`src/rtl/qb_pkg.sv`:
```
package qb_pkg;
  typedef enum logic [1:0] {
    PH_IDLE   = 2'd0,
    PH_WINDOW = 2'd1,
    PH_ANSWER = 2'd2
  } phase_e;
endpackage

```
`src/rtl/qb_sync_edge.sv`:
```
module qb_sync_edge #(
  parameter int W = 1
) (
  input  logic         clk,
  input  logic         rst,
  input  logic [W-1:0] raw_i,
  output logic [W-1:0] rise_o
);
  generate
    for (genvar g = 0; g < W; g++) begin : g_bit
      logic meta_q, sync_q, last_q;
      always_ff @(posedge clk) begin
        if (rst) begin
          meta_q <= 1'b0;
          sync_q <= 1'b0;
          last_q <= 1'b0;
        end else begin
          meta_q <= raw_i[g];
          sync_q <= meta_q;
          last_q <= sync_q;
        end
      end
      assign rise_o[g] = sync_q & ~last_q;
    end
  endgenerate
endmodule

```
`src/rtl/qb_tick.sv`:
```
module qb_tick #(
  parameter int DIV = 4
) (
  input  logic clk,
  input  logic rst,
  input  logic clr_i,
  output logic tick_o
);
  localparam int CW = (DIV > 1) ? $clog2(DIV) : 1;
  localparam logic [CW-1:0] LAST = CW'(DIV - 1);

  logic [CW-1:0] cnt_q;

  assign tick_o = (cnt_q == LAST) & ~clr_i;

  always_ff @(posedge clk) begin
    if (rst || clr_i) begin
      cnt_q <= '0;
    end else if (cnt_q == LAST) begin
      cnt_q <= '0;
    end else begin
      cnt_q <= cnt_q + 1'b1;
    end
  end
endmodule

```
`src/rtl/qb_arbiter.sv`:
```
module qb_arbiter #(
  parameter int N = 4
) (
  input  logic [N-1:0] req_i,
  output logic [N-1:0] grant_o
);
  logic [N:0] seen;
  assign seen[0] = 1'b0;
  generate
    for (genvar g = 0; g < N; g++) begin : g_pri
      assign grant_o[g]  = req_i[g] & ~seen[g];
      assign seen[g + 1] = seen[g] | req_i[g];
    end
  endgenerate
endmodule

```
`src/rtl/qb_ctrl.sv`:
```
module qb_ctrl
  import qb_pkg::*;
#(
  parameter int N          = 4,
  parameter int SEC_W      = 6,
  parameter int WINDOW_SEC = 20,
  parameter int ANSWER_SEC = 60,
  parameter int WARN_SEC   = 5
) (
  input  logic             clk,
  input  logic             rst,
  input  logic             start_rise_i,
  input  logic [N-1:0]     press_i,
  input  logic [N-1:0]     grant_i,
  input  logic             tick_i,
  output logic             div_clr_o,
  output phase_e           phase_o,
  output logic [N-1:0]     early_o,
  output logic [N-1:0]     winner_o,
  output logic             alarm_early_o,
  output logic             alarm_timeout_o,
  output logic             alarm_warn_o,
  output logic [SEC_W-1:0] secs_o
);
  localparam logic [SEC_W-1:0] WIN_LOAD = SEC_W'(WINDOW_SEC);
  localparam logic [SEC_W-1:0] ANS_LOAD = SEC_W'(ANSWER_SEC);
  localparam logic [SEC_W-1:0] WARN_LIM = SEC_W'(WARN_SEC);
  localparam logic [SEC_W-1:0] ONE      = SEC_W'(1);

  phase_e           phase_q;
  logic [SEC_W-1:0] secs_q;
  logic [SEC_W-1:0] secs_dec;
  logic [N-1:0]     early_q, winner_q;
  logic             a_early_q, a_time_q, a_warn_q;
  logic             go, won;

  assign secs_dec  = secs_q - ONE;
  assign go        = (phase_q == PH_IDLE) && start_rise_i;
  assign won       = (phase_q == PH_WINDOW) && (|grant_i);
  assign div_clr_o = go || won;

  always_ff @(posedge clk) begin
    if (rst) begin
      phase_q   <= PH_IDLE;
      secs_q    <= '0;
      early_q   <= '0;
      winner_q  <= '0;
      a_early_q <= 1'b0;
      a_time_q  <= 1'b0;
      a_warn_q  <= 1'b0;
    end else begin
      case (phase_q)
        PH_IDLE: begin
          if (start_rise_i) begin
            phase_q   <= PH_WINDOW;
            secs_q    <= WIN_LOAD;
            early_q   <= '0;
            winner_q  <= '0;
            a_early_q <= 1'b0;
            a_time_q  <= 1'b0;
            a_warn_q  <= 1'b0;
          end else if (|press_i) begin
            early_q   <= early_q | press_i;
            a_early_q <= 1'b1;
          end
        end
        PH_WINDOW: begin
          if (|grant_i) begin
            phase_q  <= PH_ANSWER;
            winner_q <= grant_i;
            secs_q   <= ANS_LOAD;
            if (ANS_LOAD <= WARN_LIM) a_warn_q <= 1'b1;
          end else if (tick_i) begin
            if (secs_q <= ONE) begin
              phase_q  <= PH_IDLE;
              secs_q   <= '0;
              a_time_q <= 1'b1;
            end else begin
              secs_q <= secs_dec;
            end
          end
        end
        PH_ANSWER: begin
          if (tick_i) begin
            if (secs_q <= ONE) begin
              phase_q <= PH_IDLE;
              secs_q  <= '0;
            end else begin
              secs_q <= secs_dec;
            end
            if (secs_dec <= WARN_LIM) a_warn_q <= 1'b1;
          end
        end
        default: phase_q <= PH_IDLE;
      endcase
    end
  end

  assign phase_o         = phase_q;
  assign secs_o          = secs_q;
  assign early_o         = early_q;
  assign winner_o        = winner_q;
  assign alarm_early_o   = a_early_q;
  assign alarm_timeout_o = a_time_q;
  assign alarm_warn_o    = a_warn_q;
endmodule

```
`src/rtl/quiz_buzzer.sv`:
```
module quiz_buzzer
  import qb_pkg::*;
#(
  parameter int N_PLAYERS  = 4,
  parameter int TICK_DIV   = 200_000_000,
  parameter int WINDOW_SEC = 20,
  parameter int ANSWER_SEC = 60,
  parameter int WARN_SEC   = 5,
  parameter int MAX_SEC    = (WINDOW_SEC > ANSWER_SEC) ? WINDOW_SEC : ANSWER_SEC,
  parameter int SEC_W      = $clog2(MAX_SEC + 1)
) (
  input  logic                 clk,
  input  logic                 rst,
  input  logic                 start_i,
  input  logic [N_PLAYERS-1:0] btn_i,
  output logic [N_PLAYERS-1:0] early_o,
  output logic [N_PLAYERS-1:0] winner_o,
  output logic                 alarm_early_o,
  output logic                 alarm_timeout_o,
  output logic                 alarm_warn_o,
  output logic [SEC_W-1:0]     secs_o
);
  logic                 start_rise;
  logic [N_PLAYERS-1:0] press;
  logic [N_PLAYERS-1:0] grant;
  logic                 tick;
  logic                 div_clr;
  phase_e               phase;

  qb_sync_edge #(.W(1)) u_start_sync (
    .clk(clk), .rst(rst), .raw_i(start_i), .rise_o(start_rise)
  );

  qb_sync_edge #(.W(N_PLAYERS)) u_btn_sync (
    .clk(clk), .rst(rst), .raw_i(btn_i), .rise_o(press)
  );

  qb_arbiter #(.N(N_PLAYERS)) u_arb (
    .req_i(press), .grant_o(grant)
  );

  qb_tick #(.DIV(TICK_DIV)) u_tick (
    .clk(clk), .rst(rst), .clr_i(div_clr), .tick_o(tick)
  );

  qb_ctrl #(
    .N(N_PLAYERS), .SEC_W(SEC_W), .WINDOW_SEC(WINDOW_SEC),
    .ANSWER_SEC(ANSWER_SEC), .WARN_SEC(WARN_SEC)
  ) u_ctrl (
    .clk(clk), .rst(rst),
    .start_rise_i(start_rise), .press_i(press), .grant_i(grant),
    .tick_i(tick), .div_clr_o(div_clr), .phase_o(phase),
    .early_o(early_o), .winner_o(winner_o),
    .alarm_early_o(alarm_early_o), .alarm_timeout_o(alarm_timeout_o),
    .alarm_warn_o(alarm_warn_o), .secs_o(secs_o)
  );
endmodule

```
`config.mk`:
```
export PLATFORM = sky130hd
export DESIGN_NAME = quiz_buzzer
export DESIGN_NICKNAME = d
export VERILOG_FILES = /design/src/rtl/qb_pkg.sv /design/src/rtl/qb_sync_edge.sv /design/src/rtl/qb_tick.sv /design/src/rtl/qb_arbiter.sv /design/src/rtl/qb_ctrl.sv /design/src/rtl/quiz_buzzer.sv
export SDC_FILE = /design/constraint.sdc
export NUM_CORES = 1
export LEC_CHECK = 0
export BUFFER_PORTS_ARGS = -buffer_cell sky130_fd_sc_hd__buf_2
export CAP_MARGIN = 20
export CORE_MARGIN = 2
export CORE_UTILIZATION = 40
export DETAILED_ROUTE_END_ITERATION = 12
export PLACE_DENSITY_LB_ADDON = 0.1
export REMOVE_ABC_BUFFERS = 1
export SYNTH_ARGS = -nofsm -noshare
export SYNTH_HDL_FRONTEND = slang
export SYNTH_SLANG_ARGS = --single-unit
```
`constraint.sdc`:
```
create_clock -name clk -period 5.87 [get_ports clk]
set_input_delay 0.587 -clock clk [delete_from_list [all_inputs] [get_ports clk]]
set_output_delay 0.587 -clock clk [all_outputs]
set_load 0.01 [all_outputs]
```
After elaboration in Yosys (flattened, before gate mapping)
Cells that the tools add are included.

Register bits: 62. Input bits: 7. Word-level logic and storage cells: 100.

Add/subtract/negate cells: 2. Magnitude comparators: 2. Equal/unequal tests: 10. Multiplexer cells: 25. Bitwise logic cells: 21. Reduce and logical (&&, ||, !) cells: 17.

Operator list (number): 28-bit by 1-bit adder with 28-bit output (second input constant) (1); 28-bit equality test (second input constant) (1); 6-bit 2-to-1 mux (4); 6-bit case mux with 3 select lines (1); 4-bit 2-to-1 mux (4); 2-bit inequality test (second input constant) (5); 1-bit AND (9); 1-bit inverter (9); 1-bit 2-to-1 mux (8); 2-bit 2-to-1 mux (4); 4-bit case mux with 2 select lines (1); 4-bit OR reduction (2); 6-bit by 1-bit less-or-equal comparator with 1-bit output (second input constant) (1); 6-bit by 3-bit less-or-equal comparator with 1-bit output (second input constant) (1); 2-bit case mux with 3 select lines (1); 2-bit nonzero test (3); 6-bit by 1-bit subtractor with 6-bit output (second input constant) (1); 5-bit AND reduction (1); 2-bit by 1-bit inequality test with 1-bit output (second input constant) (2); 4-bit bitwise OR (1); 1-bit case mux with 2 select lines (2); 2-bit AND reduction (2); 4-bit AND reduction (1); 3-bit AND reduction (1); 8 further kinds (11).

Logic depth before layout (Yosys ltp)
Gate-level depths: netlist (run 1).

Depth after elaboration: 14. Mapped depth: 9.

Hierarchy
From an unflattened synthesis (run 1), not the netlist that was laid out.

Cell total of the unflattened synthesis: 324. Area total of the unflattened synthesis: 2975.4 um^2.

Modules (own cells, without submodules): qb_tick (times used 1, cells an instance 154, area an instance 1355.0 um^2, seq. area each 560.5 um^2); qb_ctrl (times used 1, cells an instance 130, area an instance 1104.8 um^2, seq. area each 380.4 um^2); qb_sync_edge (u_btn_sync) (times used 1, cells an instance 29, area an instance 391.6 um^2, seq. area each 240.2 um^2); qb_sync_edge (u_start_sync) (times used 1, cells an instance 7, area an instance 87.6 um^2, seq. area each 60.1 um^2); qb_arbiter (times used 1, cells an instance 4, area an instance 36.3 um^2, seq. area each 0.0 um^2).

Worst setup path before layout (run 1)
OpenSTA, ideal clock, no wires.

Kind: register to register. Start: reg u_ctrl.phase_q[0], in the netlist u_ctrl.phase_o[0]. End: reg u_ctrl.secs_q[0], in the netlist u_ctrl.secs_o[0]. Setup time: 86 ps. Arrival time: 2035 ps. Required time: 5784 ps. Slack: 3750 ps. Cell stages (with the launch flop): 9. Period minus slack after synthesis: 2120 ps. Cell sequence: dfxtp_1 inv_1 ha_1 clkbuf_1 nand3b_1 clkbuf_1 nand4_2 or4_1 a211oi_1.

Cells in the longest elaborated chain, start to end: 8.

Ends and longest elaborated chain: start, declared (line qb_ctrl.sv:30) `phase_e phase_q;`; start signal, assigned (line qb_ctrl.sv:44) `phase_q <= PH_IDLE;`; start signal, assigned (line qb_ctrl.sv:55) `phase_q <= PH_WINDOW;`; start signal, assigned (line qb_ctrl.sv:69) `phase_q <= PH_ANSWER;`; 2-bit by 1-bit equality test with 1-bit output / 2-bit logical NOT (equally long branches) (line qb_ctrl.sv:39, qb_ctrl.sv:52, qb_ctrl.sv:38); 1-bit logical AND, on equally long branches (line qb_ctrl.sv:39, qb_ctrl.sv:38); 1-bit logical OR (line qb_ctrl.sv:40) `assign div_clr_o = go || won;`; 1-bit inverter (line qb_tick.sv:14) `assign tick_o = (cnt_q == LAST) & ~clr_i;`; 1-bit AND (line qb_tick.sv:14); 6-bit 2-to-1 mux (2 in a row); 6-bit case mux with 3 select lines (line qb_ctrl.sv:52) `case (phase_q)`; end signal, assigned (line qb_ctrl.sv:79) `secs_q <= secs_dec;`; end signal, assigned (line qb_ctrl.sv:89) `secs_q <= secs_dec;`; end, declared (line qb_ctrl.sv:31) `logic [SEC_W-1:0] secs_q;`.

Parallel ways exist; a longest one is shown, timed or not. A chain may end at the register's enable or synchronous reset.

Final worst setup path (run 1)
Start: reg u_tick.cnt_q[0]. End: reg u_tick.cnt_q[7].

Cells in the longest elaborated chain, start to end: 2.

Ends and longest elaborated chain: start, declared (line qb_tick.sv:12) `logic [CW-1:0] cnt_q;`; start signal, assigned (line qb_tick.sv:22) `cnt_q <= cnt_q + 1'b1;`; branches (longest 2 deep; another with 28-bit by 1-bit adder with 28-bit output).

Parallel ways; which one is timed is not known.

==> results.toml, run 1 <==
[status]
status = "completed"

[yosys]
ys_async_sr_fraction = 0
synth.most_common_cell = "dfxtp_1"
yosys.area.top_type_share = 0.4245
ys_seq_elements = 62
synthTopCellsByCount = "dfxtp_1, nor2_1, xnor2_1"
seq_area_frac_synth = 0.4245
yosysWarnings = 0
netlist_instances = 321
synth_flop_cell = "dfxtp_1"
syn_area_mm2 = 0.002924
yosysTopAreaCell = "dfxtp_1"
synth_area_leaders = "dfxtp_1, xnor2_1, nor2_1"
ys_types = 50
synth.avg_cell_area_um2 = 9.109
synth_edf_count = 0

[cts]
clockBufferDepth = 2
cts_tree = "done"
cts-resized-gates = 0
cts_root_buffer = "clkbuf_8"
cts_buffers = 9
cts_setup_buffers = 0
clock_latency_ns = 0.34
hold_buffers = 0
clock-sinks = 62
clk_pin_slew_ns = 0.08
htreeDepth = 3

[routing]
num_vias = 2257
dr.first_iter.drc_count = 63
via_per_inst = 5.038
wire_per_inst_um = 12.96
drc_errors = 0
firstDrtPassIters = 4
routed_wl_um = 5807
postRouteAntennaNets = 0

[worst_setup_path]
r2r_end = "u_tick.cnt_q[7]"
crit_fanout = 28
start_kind = "register"
timing.critical_path.to = "u_tick.cnt_q[7]"
arrival_ns = 3.10
cp.required_ns = 6.06
crit_type = "register to register"
ff2ff_setup_slack_ns = 2.96
crit_start = "u_tick.cnt_q[0]"
rr_worst_depth = 6
r2r-start = "u_tick.cnt_q[0]"
endpoint_kind = "register"

[hold_path]
hp-class = "register to register"

[place]
hpwlAfterDp_um = 3942
dp_cells = 432
place_area_mm2 = 0.003109
dp_slack_ns = 2.899
routabilityCongestion = 0.8222
portBuffers = 23

[final_layout]
fillCellCount = 718
final_cells = 448
area_growth_pct = 14.12
final_cell_area_mm2 = 0.003337
nNetsFinal = 359
antennaDiodeCount = 0
drive_gt1_frac = 0.1662

[pwr]
p_per_area_mw_per_mm2 = 300.4
worst_ir_drop_vdd_mv = 0.1624
total_leakage_power_nw = 1.211

[die]
dieArea_mm2 = 0.008010
core_mm2 = 0.007176
die_h_um = 89.50
ios = 24
die_w_um = 89.50
initial_core_util = 0.4075
fp-row-count = 31

[sta]
timing.hold.ws_ns = 0.4407
worstMarginPinSlew_ns = 0.9792
min_period_over_period = 0.4961
relSlewSlack = 0.3472
max_freq_mhz = 343.4
final-setup-viol-count = 0
rsz0062_at_grt = "false"
worst_slack_ns = 2.958
finalHoldViolations = 0
slew_viol_final = 0
period_needed_ns = 2.912
finClkSkew_ns = 0.01309
finalSetupTns_ns = 0

[global_route]
antenna_found_initial = 0
grt_pass1_vias = 2081
grt_pass1_wl_um = 9867
grt_max_degree = 33
grt.overflow.total = 0
track_usage = 0.1606

[run]
maxCapViolations = 0
-- stage by stage --
| stage | utilization | power, W |
|---|---|---|
| global placement | 0.4333 | 0.0005771 |
| finish | 0.4650 | 0.001002 |
| CTS | 0.4650 | 0.001015 |
| global route | 0.4650 | 0.001052 |
| detailed placement | 0.4333 | 0.0005785 |
| floorplan | - | 0.0005418 |
-- cell families (layout without fill, tap and decap cells) --
logic type	Yosys count	count (layout)	synth area share
DFF	62	62	0.4245
adders and majority gates	8	8	0.03423
AOI/OAI and AO/OA	39	39	0.09799
and+or+nand+nor	158	158	0.3149
xor gates and xnor gates	32	32	0.09585
buffers and inverters	22	50	0.03252
-- cell usage in the layout (no fill, tap or decap), types with 2 or more instances in the layout --
master	count
nand4_1	5
nor3b_1	3
nand4b_1	2
nor2b_1	20
inv_6	3
nand2b_1	3
nor2_1	51
o21bai_1	2
o21ai_0	3
and3_1	2
bufinv_16	2
nor3_1	11
or4_4	2
inv_1	11
and4_1	3
or2_2	2
buf_2	23
clkbuf_8	9
nor4_2	4
nand2_1	18
xnor2_1	26
or3_1	2
a21oi_1	14
clkinv_4	2
xor2_1	6
ha_1	8
nand3_1	12
or4_1	5
dfxtp_1	62
o41ai_2	3
a31oi_1	2
nor4_4	2
a21o_1	3
nand4_2	2
nor4_1	3
a211oi_1	3
-- worst min-delay path by stage --
| stage | startpoint | end | slack (ns) | cells past startpoint |
|---|---|---|---|---|
| 2_1_floorplan | u_btn_sync.g_bit[0].meta_q | u_btn_sync.g_bit[0].sync_q | 0.41 | 1 |
| 3_3_place_gp | u_btn_sync.g_bit[3].meta_q | u_btn_sync.g_bit[3].sync_q | 0.42 | 1 |
| 4_1_cts | btn_i[1] | u_btn_sync.g_bit[1].meta_q | 0.43 | 2 |
| 3_5_place_dp | u_btn_sync.g_bit[1].meta_q | u_btn_sync.g_bit[1].sync_q | 0.43 | 1 |
| 6_report | u_btn_sync.g_bit[3].meta_q | u_btn_sync.g_bit[3].sync_q | 0.44 | 1 |
| 5_1_grt | btn_i[3] | u_btn_sync.g_bit[3].meta_q | 0.45 | 2 |
-- per-layer routing --
| metal | wire length, um | part of all wire | global-route usage |
|---|---|---|---|
| met3 | 240 | 0.041 | 0.04894 |
| met4 | 70 | 0.012 | 0.05834 |
| met5 | 0 | 0 | 0 |
| met2 | 2639 | 0.45 | 0.2492 |
| met1 | 2856 | 0.49 | 0.2110 |
-- final cells by class --
| type | count | area [um^2] | area share |
|---|---|---|---|
| Clock buffer | 9 | 123.9 | 0.03712 |
| Clock inverter | 7 | 103.9 | 0.03112 |
| Inverter | 11 | 41.29 | 0.01237 |
| Sequential cell | 62 | 1241 | 0.3720 |
| Timing Repair Buffer | 23 | 115.1 | 0.03450 |
| Multi-Input combinational cell | 237 | 1588 | 0.4758 |
| Tap cell | 99 | 123.9 | 0.03712 |
-- registers in the layout, summed over array words and instances, names as in the netlist --
name and cells:
u_tick.cnt_q 28, u_ctrl.secs_o 6, u_btn_sync.g_bit.last_q 4, u_btn_sync.g_bit.meta_q 4, u_btn_sync.g_bit.sync_q 4, u_ctrl.early_o 4
u_ctrl.winner_o 4, u_ctrl.phase_o 2, u_ctrl.alarm_early_o 1, u_ctrl.alarm_timeout_o 1, u_ctrl.alarm_warn_o 1, u_start_sync.g_bit.last_q 1
u_start_sync.g_bit.meta_q 1, u_start_sync.g_bit.sync_q 1
-- power by group --
part	switching, W	leakage (nW)	internal [W]
logic	0.0000771	0.593	0.0000427
clock network	0.000189	0.115	0.000245
registers	0.0000140	0.504	0.000435
-- worst max-delay path: stages (launching register included) --
cell	delay, ns
dfxtp_1	0.37
ha_1	0.20
nand3_1	0.40
or4_4	0.72
nor2_1	0.16
or3_1	0.78
nor2_1	0.12
(Power assumes the default switching activity.)
==> run 2, diff against run 1 <==
clock period = 2.8 ns   (was 5.87 ns; I/O delays follow)
==> run 2 against run 1 <==
  * Maximum frequency rose by 20%
  * Critical path type unchanged
  * Die area did not move
  * Sequential share of layout area down 0.21 points
  * Critical endpoint is now u_ctrl.secs_o[2]
  * Sequential power increased by 110%
  * Via count shrank 0.22%
  * Hold slack got worse by 0.30 ns
  * First-iteration DRC count is 49% higher
  * Final cell count is 0.45% higher
  * Utilization up 0.26 points
==> results.toml, run 2 (synthesis results as in run 1) <==
[worst_setup_path]
endpoint_kind = "register"
crit_type = "register to register"
max_stage_delay_ns = 0.44
cp.required_ns = 3.01
crit_fanout = 12
cp_slowest_cell = "nand3b_1"
arrival_ns = 2.64
path_cells = "inv_1, ha_1, nand3b_1, nor3b_1, nand4_1, o211ai_1, a2111oi_0"
start_kind = "register"

[sta]
finalSetupTns_ns = 0
relSlewSlack = 0.6004
min_period_over_period = 0.8686
final-setup-viol-count = 0
worstMarginPinSlew_ns = 0.5993
finClkSkew_ns = 0.01163
period_needed_ns = 2.432
max_freq_mhz = 411.2
finalHoldViolations = 0
slew_viol_final = 0
worst_slack_ns = 0.3679
rsz0062_at_grt = "false"

[status]
status = "completed"

[global_route]
grt_max_degree = 33
grt.overflow.total = 0
antenna_found_initial = 0
track_usage = 0.1610
grt_pass1_wl_um = 9832
grt_pass1_vias = 2079

[final_layout]
nNetsFinal = 361
drive_gt1_frac = 0.1709
antennaDiodeCount = 0
final_common_cell = "dfxtp_1"
final_cell_mix = "dfxtp_1, nor2_1, xnor2_1"
postLayoutCoreUtil = 0.4677
largest_reg_flops = 28
top_register = "u_tick.cnt_q"
fillCellCount = 701
area_growth_pct = 14.76

[pwr]
p_per_area_mw_per_mm2 = 628.1
total_leakage_power_nw = 1.218
worst_ir_drop_vdd_mv = 0.2399

[routing]
via_per_inst = 5.004
dr.first_iter.drc_count = 94
num_vias = 2252
routed_wl_um = 5854
wire_per_inst_um = 13.01
postRouteAntennaNets = 0
firstDrtPassIters = 4
drc_errors = 0

[cts]
cts_buffers = 9
cts_root_buffer = "clkbuf_8"
hold_buffers = 0
cts_tree = "done"
clock-sinks = 62
cts-resized-gates = 0
cts_setup_buffers = 0
clock_latency_ns = 0.34
clk_pin_slew_ns = 0.08
clockBufferDepth = 2
htreeDepth = 3

[die]
dieArea_mm2 = 0.008010
fp-row-count = 31
initial_core_util = 0.4075
die_w_um = 89.50
core_mm2 = 0.007176
die_h_um = 89.50
ios = 24

[place]
dp_slack_ns = 0.4148
routabilityCongestion = 0.8564
portBuffers = 23
hpwlAfterDp_um = 3956

[hold_path]
hp-class = "primary input to register"

[run]
maxCapViolations = 0
[run 2: path summary, 6_finish.rpt]
path | start | endpoint | slack (ns) | cells after the start
setup reg to reg | u_ctrl.phase_o[0] | u_ctrl.secs_o[2] | 0.37 | 7
hold / removal | btn_i[3] | u_btn_sync.g_bit[3].meta_q | 0.14 | 2
hold reg to reg | u_btn_sync.g_bit[2].meta_q | u_btn_sync.g_bit[2].sync_q | 0.44 | 1
setup / recovery | u_ctrl.phase_o[0] | u_ctrl.secs_o[2] | 0.37 | 7
[run 2: layout make-up]
type                    instances  area, um^2  area share
flip-flops and latches         62        1241      0.3699
repair buffers                 25       130.1     0.03878
clock inverters                 6       93.84     0.02796
multi-input cells             237        1588      0.4732
well taps                      99       123.9     0.03691
inverters                      11       41.29     0.01230
clock buffers                  10       137.6     0.04101
[run 2: power breakdown]
part / internal (W) / leakage, nW / total, W / switching, W
clock: 0.000532 / 0.113 / 0.000913 / 0.000382
combinational: 0.0000914 / 0.602 / 0.000254 / 0.000162
sequential: 0.000912 / 0.504 / 0.000941 / 0.0000289
[run 2: layer usage]
metal,GRT usage,vias up,wire [um]
li1,-,1166,-
met3,0.05355,6,217
met1,0.2050,1047,2989
met2,0.2498,33,2565
met5,0,-,0
met4,0.06784,0,82
[run 2: metrics by stage]
step           cell area (um^2)  instances  hold slack (ns)  total power, W
2_1_floorplan              2870        310           0.3491        0.001136
3_3_place_gp               3124        434           0.4164        0.001214
3_5_place_dp               3124        434           0.4246        0.001214
4_1_cts                    3356        450           0.1293        0.002134
5_1_grt                    3356        450           0.1541        0.002214
6_report                   3356        450           0.1441        0.002108
[run 2: worst max-delay path, delay by kind of cell (launching register included)]
family,cells,cell delay [ns]
AND/OR/NAND/NOR,3,0.90
AO/OA/AOI/OAI,2,0.54
adder cells (fa/ha/maj),1,0.39
flip-flops,1,0.36
buffers and inverters,1,0.10
==> run 3, diff against run 2 <==
CORE_UTILIZATION = 59   (was 40)
==> run 3 against run 2 <==
  * Die area down 31%
  * Setup slack better by 0.092 ns
  * Utilization up 22 points
  * Final cell count down 7.1%
  * Global-route usage up 6.9 points
  * Clock skew down 0.0048 ns
  * Count of clock-buffer cells in the layout up 2
  * Critical path type unchanged
  * Highest routed layer unchanged
==> results.toml, run 3 (synthesis results as in run 1) <==
[worst_setup_path]
arrival_ns = 2.60
cp_slowest_cell = "or4_1"
cp_num_buf_inv = 0
start_kind = "register"
crit_type = "register to register"
path_delay_family = "simple AND/OR/NAND/NOR gates"
max_stage_delay_ns = 0.51
cp.required_ns = 3.06
crit_fanout = 7
ff2ff_setup_slack_ns = 0.46
path_cells = "ha_1, nand3_1, nor4_4, nand4_2, or4_1, a211oi_1"
rr_worst_depth = 6
r2r_end = "u_ctrl.secs_o[0]"
endpoint_kind = "register"
r2r-start = "u_tick.cnt_q[0]"

[routing]
via_per_inst = 5.476
postRouteAntennaNets = 0
dr.first_iter.drc_count = 131
routed_wl_um = 5636
firstDrtPassIters = 4
drc_errors = 0
num_vias = 2289
wire_per_inst_um = 13.48

[hold_path]
min_from = "btn_i[0]"
min_to = "u_btn_sync.g_bit[0].meta_q"
holdPathStages = 2
hp-class = "primary input to register"

[cts]
cts_tree = "done"
cts_buffers = 9
clockBufferDepth = 2
cts_setup_buffers = 0
cts-resized-gates = 0
hold_buffers = 0
clk_pin_slew_ns = 0.06
htreeDepth = 3
clock_latency_ns = 0.34
clock-sinks = 62
cts_root_buffer = "clkbuf_8"

[pwr]
p_seq_frac = 0.475
swShare = 0.2647
switchingPower_w = 0.0005253
p_per_area_mw_per_mm2 = 604.2
p_int_w = 0.001459
comb_power_share = 0.127
p_clk_frac = 0.398
total_leakage_power_nw = 1.211
worst_ir_drop_vdd_mv = 0.6283

[run]
maxCapViolations = 0

[final_layout]
final_cell_mix = "dfxtp_1, nor2_1, xnor2_1"
top_register = "u_tick.cnt_q"
largest_reg_flops = 28
nNetsFinal = 361
final_common_cell = "dfxtp_1"
drive_gt1_frac = 0.1681
postLayoutCoreUtil = 0.6908
area_growth_pct = 12.32
final_cells = 418
antennaDiodeCount = 0

[global_route]
grt_pass1_vias = 2183
grt_max_degree = 33
track_usage = 0.2300
grt.overflow.total = 0
antenna_found_initial = 0
grt_pass1_wl_um = 9791

[die]
fp-row-count = 25
core_mm2 = 0.004755
ios = 24
dieArea_mm2 = 0.005535
die_w_um = 74.40
die_h_um = 74.40
initial_core_util = 0.6150

[status]
status = "completed"

[sta]
relSlewSlack = 0.6159
min_period_over_period = 0.8359
finClkSkew_ns = 0.006817
finalSetupTns_ns = 0
worstMarginPinSlew_ns = 0.5762
rsz0062_at_grt = "false"
finalHoldViolations = 0
final-setup-viol-count = 0
max_freq_mhz = 427.2
worst_slack_ns = 0.4594
period_needed_ns = 2.341
slew_viol_final = 0

[place]
portBuffers = 23
routabilityCongestion = 0.8500
dp_slack_ns = 0.4764
dp_cells = 402
hpwlAfterDp_um = 3865
## run 3: area by class of cell
class	instances	area [um^2]
fill	411	1470
tap	67	83.83
clock inverter	4	45.04
inverter	11	41.29
sequential	62	1241
multi-input combinational	237	1588
clock buffer	12	155.1
timing repair buffer	25	130.1
## run 3: metrics by stage
stage | hold WS (ns) | area [um^2] | power, W
detailed placement | 0.4292 | 3084 | 0.001210
finish | 0.1511 | 3284 | 0.001984
CTS | 0.1486 | 3284 | 0.001991
floorplan | 0.3491 | 2870 | 0.001136
global route | 0.1528 | 3284 | 0.002065
global placement | 0.4166 | 3084 | 0.001204
## run 3: per-layer routing
metal	track usage	routed length [um]	vias up
li1	-	-	1169
met1	0.2792	2582	1053
met2	0.3835	2654	55
met3	0.04336	245	12
met4	0.1270	153	0
met5	0	0	-
## run 3: power by group through the flow
| stage | clock, W | combinational [W] | sequential, W |
|---|---|---|---|
| 3_3_place_gp | 0 | 0.000244 | 0.000960 |
| 4_1_cts | 0.000799 | 0.000251 | 0.000942 |
| 6_report | 0.000790 | 0.000252 | 0.000942 |
| 2_1_floorplan | 0 | 0.000174 | 0.000962 |
| 3_5_place_dp | 0 | 0.000249 | 0.000962 |
| 5_1_grt | 0.000836 | 0.000282 | 0.000947 |
## run 3: worst register-to-register path, stage by stage (launching register included)
cell and delay [ns]:
dfxtp_1 0.37, ha_1 0.20, nand3_1 0.30, nor4_4 0.45, nand4_2 0.21, or4_1 0.51, a211oi_1 0.23
## run 3: how the worst max path moves through the flow
stage | endpoint | start | depth (start not counted)
floorplan | u_tick.cnt_q[10] | u_tick.cnt_q[0] | 6
global placement | u_ctrl.secs_o[2] | u_ctrl.phase_o[0] | 7
detailed placement | u_ctrl.secs_o[0] | u_tick.cnt_q[0] | 6
CTS | u_ctrl.secs_o[0] | u_tick.cnt_q[0] | 6
global route | u_ctrl.secs_o[2] | u_ctrl.phase_o[1] | 7
finish | u_ctrl.secs_o[0] | u_tick.cnt_q[0] | 6
